$ cat src/rtl/isc_pkg.sv
// Shared types for the interrupt status controller.
// Assumes: one register write per cycle, selected by a single select bit.
package isc_pkg;

    // Register select encoding on the write/read side
    typedef enum logic {
        ISC_SEL_CAUSE  = 1'b0,
        ISC_SEL_ENABLE = 1'b1
    } isc_sel_e;

    // Events that force a re-evaluation of the request condition
    typedef struct packed {
        logic cause_wr;
        logic enable_wr;
        logic cmp_set;
        logic msg_set;
    } isc_trig_t;

endpackage

$ cat src/rtl/isc_cause_reg.sv
// Cause register: write-one-to-clear from software, adapter wipe, and
// set inputs from the completion and message paths.
// Assumes: sets are applied after clears so a simultaneous event is kept.
// Exposes the next-state value so the request logic sees the same edge.
module isc_cause_reg #(
    parameter int W       = 64,
    parameter int CMP_BIT = 0,
    parameter int MSG_BIT = 12
) (
    input  logic         clk,
    input  logic         rst_n,
    input  logic         clr_en,
    input  logic [W-1:0] clr_mask,
    input  logic         wipe,
    input  logic         set_cmp,
    input  logic         set_msg,
    output logic [W-1:0] cause_nx,
    output logic [W-1:0] cause_q
);

    logic [W-1:0] set_vec;
    logic [W-1:0] kept;

    // Build the set vector from the two event inputs
    always_comb begin
        set_vec          = '0;
        set_vec[CMP_BIT] = set_cmp;
        set_vec[MSG_BIT] = set_msg;
    end

    // Apply wipe, then software clear, then the event sets
    always_comb begin
        kept = wipe ? '0 : cause_q;
        if (clr_en) begin
            kept = kept & ~clr_mask;
        end
        cause_nx = kept | set_vec;
    end

    // Hold the cause register
    always_ff @(posedge clk) begin
        if (!rst_n) begin
            cause_q <= '0;
        end else begin
            cause_q <= cause_nx;
        end
    end

endmodule

$ cat src/rtl/isc_enable_reg.sv
// Enable register: whole-word load from software; untouched by adapter reset.
// Assumes: only the chip reset clears it.
module isc_enable_reg #(
    parameter int W = 64
) (
    input  logic         clk,
    input  logic         rst_n,
    input  logic         load,
    input  logic [W-1:0] load_data,
    output logic [W-1:0] enable_nx,
    output logic [W-1:0] enable_q
);

    // Select the value the register takes at the next edge
    always_comb begin
        enable_nx = load ? load_data : enable_q;
    end

    // Hold the enable register
    always_ff @(posedge clk) begin
        if (!rst_n) begin
            enable_q <= '0;
        end else begin
            enable_q <= enable_nx;
        end
    end

endmodule

$ cat src/rtl/isc_irq_drive.sv
// Request driver: evaluates (cause AND enable) on the next-state values,
// drives a level line in level mode or one-clock notify pulses in message mode.
// Assumes: LANE_W divides the reduction into lanes; a partial top lane is padded.
module isc_irq_drive
    import isc_pkg::*;
#(
    parameter int W      = 64,
    parameter int LANE_W = 16
) (
    input  logic         clk,
    input  logic         rst_n,
    input  logic [W-1:0] cause_nx,
    input  logic [W-1:0] enable_nx,
    input  isc_trig_t    trig,
    input  logic         msi_en,
    output logic         irq_level,
    output logic         msi_pulse
);

    localparam int NLANE = (W + LANE_W - 1) / LANE_W;
    localparam int PAD_W = NLANE * LANE_W;

    logic [PAD_W-1:0] hit_pad;
    logic [NLANE-1:0] lane_hit;
    logic             cond;
    logic             reeval;

    // Pad the masked cause vector to whole lanes
    always_comb begin
        hit_pad          = '0;
        hit_pad[W-1:0]   = cause_nx & enable_nx;
    end

    // One OR reduction per lane
    for (genvar g = 0; g < NLANE; g++) begin : g_lane
        assign lane_hit[g] = |hit_pad[g*LANE_W +: LANE_W];
    end

    // Combine lanes and detect a re-evaluation trigger
    always_comb begin
        cond   = |lane_hit;
        reeval = trig.cause_wr | trig.enable_wr | trig.cmp_set | trig.msg_set;
    end

    // Register the level line and the notify pulse
    always_ff @(posedge clk) begin
        if (!rst_n) begin
            irq_level <= 1'b0;
            msi_pulse <= 1'b0;
        end else begin
            msi_pulse <= msi_en & reeval & cond;
            if (!msi_en) begin
                irq_level <= cond;
            end
        end
    end

endmodule

$ cat src/rtl/isc_retry_gen.sv
// Retry request: an acknowledge while completed work is queued asks the
// completion path to post again, one clock after the write.
module isc_retry_gen (
    input  logic clk,
    input  logic rst_n,
    input  logic ack_wr,
    input  logic work_queued,
    output logic retry
);

    // Register the one-clock retry request
    always_ff @(posedge clk) begin
        if (!rst_n) begin
            retry <= 1'b0;
        end else begin
            retry <= ack_wr & work_queued;
        end
    end

endmodule

$ cat src/rtl/irq_status_ctrl.sv
// Top of the interrupt status controller: decodes the write strobe onto the
// cause and enable registers, qualifies completion publishes, drives the
// request outputs and the completion retry request, and muxes read data.
// Assumes: register-bus decode is external; reads are combinational.
module irq_status_ctrl
    import isc_pkg::*;
#(
    parameter int DATA_W  = 64,
    parameter int CNT_W   = 8,
    parameter int CMP_BIT = 0,
    parameter int MSG_BIT = 12,
    parameter int LANE_W  = 16
) (
    input  logic              clk,
    input  logic              rst_n,
    input  logic              reg_wr,
    input  logic              reg_sel,
    input  logic [DATA_W-1:0] reg_wdata,
    output logic [DATA_W-1:0] reg_rdata,
    input  logic              cmp_publish,
    input  logic [CNT_W-1:0]  cmp_posted,
    input  logic              msg_event,
    input  logic              cmp_pending,
    input  logic              adapter_rst,
    input  logic              msi_en,
    output logic              irq_level,
    output logic              msi_pulse,
    output logic              cmp_retry
);

    isc_sel_e          sel;
    isc_trig_t         trig;
    logic [DATA_W-1:0] cause_nx;
    logic [DATA_W-1:0] cause_q;
    logic [DATA_W-1:0] enable_nx;
    logic [DATA_W-1:0] enable_q;

    // Decode the write strobe and qualify the completion publish
    always_comb begin
        sel            = isc_sel_e'(reg_sel);
        trig.cause_wr  = reg_wr && (sel == ISC_SEL_CAUSE);
        trig.enable_wr = reg_wr && (sel == ISC_SEL_ENABLE);
        trig.cmp_set   = cmp_publish && (cmp_posted != '0);
        trig.msg_set   = msg_event;
    end

    isc_cause_reg #(
        .W       (DATA_W),
        .CMP_BIT (CMP_BIT),
        .MSG_BIT (MSG_BIT)
    ) u_cause (
        .clk      (clk),
        .rst_n    (rst_n),
        .clr_en   (trig.cause_wr),
        .clr_mask (reg_wdata),
        .wipe     (adapter_rst),
        .set_cmp  (trig.cmp_set),
        .set_msg  (trig.msg_set),
        .cause_nx (cause_nx),
        .cause_q  (cause_q)
    );

    isc_enable_reg #(
        .W (DATA_W)
    ) u_enable (
        .clk       (clk),
        .rst_n     (rst_n),
        .load      (trig.enable_wr),
        .load_data (reg_wdata),
        .enable_nx (enable_nx),
        .enable_q  (enable_q)
    );

    isc_irq_drive #(
        .W      (DATA_W),
        .LANE_W (LANE_W)
    ) u_drive (
        .clk       (clk),
        .rst_n     (rst_n),
        .cause_nx  (cause_nx),
        .enable_nx (enable_nx),
        .trig      (trig),
        .msi_en    (msi_en),
        .irq_level (irq_level),
        .msi_pulse (msi_pulse)
    );

    isc_retry_gen u_retry (
        .clk         (clk),
        .rst_n       (rst_n),
        .ack_wr      (trig.cause_wr),
        .work_queued (cmp_pending),
        .retry       (cmp_retry)
    );

    // Read mux over the two registers
    always_comb begin
        reg_rdata = (sel == ISC_SEL_ENABLE) ? enable_q : cause_q;
    end

endmodule

$ cat config.mk
export PLATFORM = sky130hd
export DESIGN_NAME = irq_status_ctrl
export DESIGN_NICKNAME = d
export VERILOG_FILES = /design/src/rtl/isc_pkg.sv /design/src/rtl/isc_cause_reg.sv /design/src/rtl/isc_enable_reg.sv /design/src/rtl/isc_irq_drive.sv /design/src/rtl/isc_retry_gen.sv /design/src/rtl/irq_status_ctrl.sv
export SDC_FILE = /design/constraint.sdc
export NUM_CORES = 1
export LEC_CHECK = 0
export BUFFER_PORTS_ARGS = -buffer_cell sky130_fd_sc_hd__buf_2
export CAP_MARGIN = 0
export CORE_ASPECT_RATIO = 0.9
export CORE_UTILIZATION = 30
export DETAILED_ROUTE_END_ITERATION = 16
export SKIP_LAST_GASP = 1
export SLEW_MARGIN = 20
export SYNTH_ARGS = -nofsm -noshare
export SYNTH_HDL_FRONTEND = slang
export SYNTH_SLANG_ARGS = --single-unit
$ cat constraint.sdc
create_clock -name clk -period 1.8 [get_ports clk]
set_input_delay 0.09 -clock clk [delete_from_list [all_inputs] [get_ports clk]]
set_output_delay 0.09 -clock clk [all_outputs]
set_load 0.005 [all_outputs]
==> out/results.ini <==
[die]
num_rows=50
ios=148
initial_core_util=0.307
die_w_um=156
core_area_um2=20900
floorplan.die_area_um2=22000
die_h_um=141

[timing]
setup_tns_ps=-283
finalCritPeriodShare=1.08
fin_ws_ps=-143
hold_viol=0
maxSlewHeadroom=0.678
slew_violations=0
worstMarginPinSlew_ps=483
timing.fmax_mhz=515
rsz0062_at_grt=yes
setup_viol=2
period_minus_slack_ps=1940
finClkSkew_ps=8.39

[grt]
grt_pass1_wl_um=36000
antenna_found_initial=0
grt.overflow.total=0
grt_pass1_vias=6526
track_usage=0.213
grt_start_max_net_pins=70

[hold_path]
worstHoldPathCells=3
hold_class=primary input to flop

[placed_design]
io_buffers=147
place.gp.congestion=0.813
hpwl_um=16300

[worst_setup_path]
max_stage_delay_ps=450
critPathBufInv=0
worst_path_dominant_cell_family=simple AND/OR/NAND/NOR gates
end_kind=flop
path_max_fanout=2
worstSetupPathType=flop to flop
path_depth=6
startpoint_type=flop
critical_path_required_ps=2110
crit_slowest_cell=a222oi_1
rrSetupSlack_ps=-140
r2r_cells=6
cp_data_arrival_time_ps=2250
cp_cell_sequence=a222oi_1 > and3_1 > o221ai_2 > or4_1 > nor3_2 > a31oi_1

[power]
leakagePower_nw=4.00
ir_drop_uv=536
power_mw=7.63
power_density_nw_per_um2=805

[clock_network]
clock_latency_ps=430
cts_buffer_depth=2
clk_pin_slew_ps=60
cts_tree=done
cts_buffers=17
clock-sinks=131
htree_num_levels=4
cts_root_buf=clkbuf_16

[cells_and_area]
final_nets=1159
drive_gt1_frac=0.328
area_growth_pct=47.7
fin_util=0.454

[yosys]
yosysTopAreaCellShare=0.409
ys_warn_count=0
synth_cells=797
synth.largest_area_cell=dfxtp_1
synth-seq-cells=131
synth_nets=878
syn_area_um2=6420
synth_cell_type_count=49
synth-edff-count=0
synth_area_leaders=dfxtp_1, nand2_1, mux2_2
synth_seq_area_share=0.409
synthArstFlopShare=0
synth_area_per_cell_um2=8.05
dominantRegCellSynth=dfxtp_1

[routing]
post_drt_wl_per_cell_um=16.9
first_pass_iters=5
drc=0
avgViaCountPerCell=5.06
routed_wl_um=23300
vias=6969
ant_nets=0
drt_iter0_markers=578

[flow_run]
max_cap_violations=0

[status]
violations=setup timing
status=finished, violations left

[flip-flops by register name (all words and copies together) (netlist names)]
signal	count
u_enable.enable_q	64
u_drive.msi_pulse	1
u_cause.cause_q	64
u_drive.irq_level	1
u_retry.retry	1
[layer usage]
layer / global-route usage / vias up / wire [um]
met5: 0 / - / 0
met4: 0.0743 / 0 / 441
met3: 0.0400 / 30 / 1490
met2: 0.348 / 257 / 11000
met1: 0.280 / 3295 / 10400
li1: - / 3387 / -
[through the flow]
| step | instance area, um2 | hold slack [ps] | instances | worst slack (ps) |
|---|---|---|---|---|
| after global routing | 9480 | 22.2 | 1377 | -239 |
| after global placement | 8200 | 294 | 1281 | -205 |
| after detailed placement | 8200 | 295 | 1281 | -242 |
| final | 9480 | 6.75 | 1378 | -143 |
| after floorplan | 6420 | 170 | 797 | -17.8 |
| after CTS | 9460 | 6.11 | 1376 | -159 |
[final cells by class]
class,instances,area (um2)
fillers,2099,11400
multi-input cells,608,3580
flip-flops and latches,131,2630
repair buffers,317,2280
clock buffers,22,464
well taps,286,358
clock inverters,10,155
inverters,3,11.3
diodes,1,2.50
[report_power, final]
group          leakage, nW  switching [mW]  internal [mW]
Sequential            1.06          0.0486           2.97
Combinational         2.64           0.478          0.452
Clock                0.300            1.30           2.38
Total                 4.00            1.83           5.80
[logic make-up after synthesis]
kind of cell           count (synthesis)  share of synthesized area
buffers and inverters                 58                     0.0390
AND/OR/NAND/NOR                      301                      0.195
multiplexers                          65                      0.114
flip-flops                           131                      0.409
AO/OA/AOI/OAI                        242                      0.244
[what timing repair did]
action	CTS	global route
gates resized for setup	1	3
setup buffers	0	1
pin swaps	4	4
hold endpoints to repair	106	0
hold buffers	63	0
setup endpoints to repair	2	2
[final timing paths]
kind,start,to
setup / recovery,u_cause.cause_q[56]$_SDFF_PN0_,u_drive.irq_level$_SDFFE_PN0N_
hold reg to reg,u_cause.cause_q[37]$_SDFF_PN0_,u_cause.cause_q[37]$_SDFF_PN0_
setup reg to reg,u_cause.cause_q[56]$_SDFF_PN0_,u_drive.irq_level$_SDFFE_PN0N_
hold / removal,reg_wdata[0],u_enable.enable_q[0]$_SDFF_PN0_
[worst min-delay path, stage by stage]
cell and delay [ps]:
buf_2 100, mux2i_1 80, nor2b_1 120
[layout by cell type, fill, tap and decap left out, types with 5 or more instances in the layout]
master,Yosys,routed
nand4_1,15,15
a22o_1,7,7
nand2_1,250,249
a21boi_0,65,65
a222oi_1,6,6
mux2_2,64,64
nor4_1,8,7
a22oi_1,15,15
clkbuf_16,0,17
o22ai_1,9,9
dfxtp_1,131,129
a31oi_1,5,5
buf_12,0,9
buf_2,14,146
dlygate4sd3_1,0,63
nor2_1,6,6
buf_4,0,99
a21oi_1,76,76
o21ai_0,37,37
[synthesized netlist by cell type (2+ instances only)]
library cell / number
a21boi_0: 65
a21oi_1: 76
a221oi_1: 2
a222oi_1: 6
a22o_1: 7
a22oi_1: 15
a311oi_1: 2
a31oi_1: 5
a41oi_1: 2
and2_1: 2
and3_1: 4
buf_1: 3
buf_2: 14
buf_6: 2
clkbuf_1: 36
dfxtp_1: 131
inv_1: 3
mux2_2: 64
nand2_1: 250
nand3_1: 2
nand3b_1: 2
nand4_1: 15
nor2_1: 6
nor2b_1: 4
nor3_1: 2
nor4_1: 8
o21ai_0: 37
o22a_1: 3
o22ai_1: 9
(Power assumes the default switching activity.)
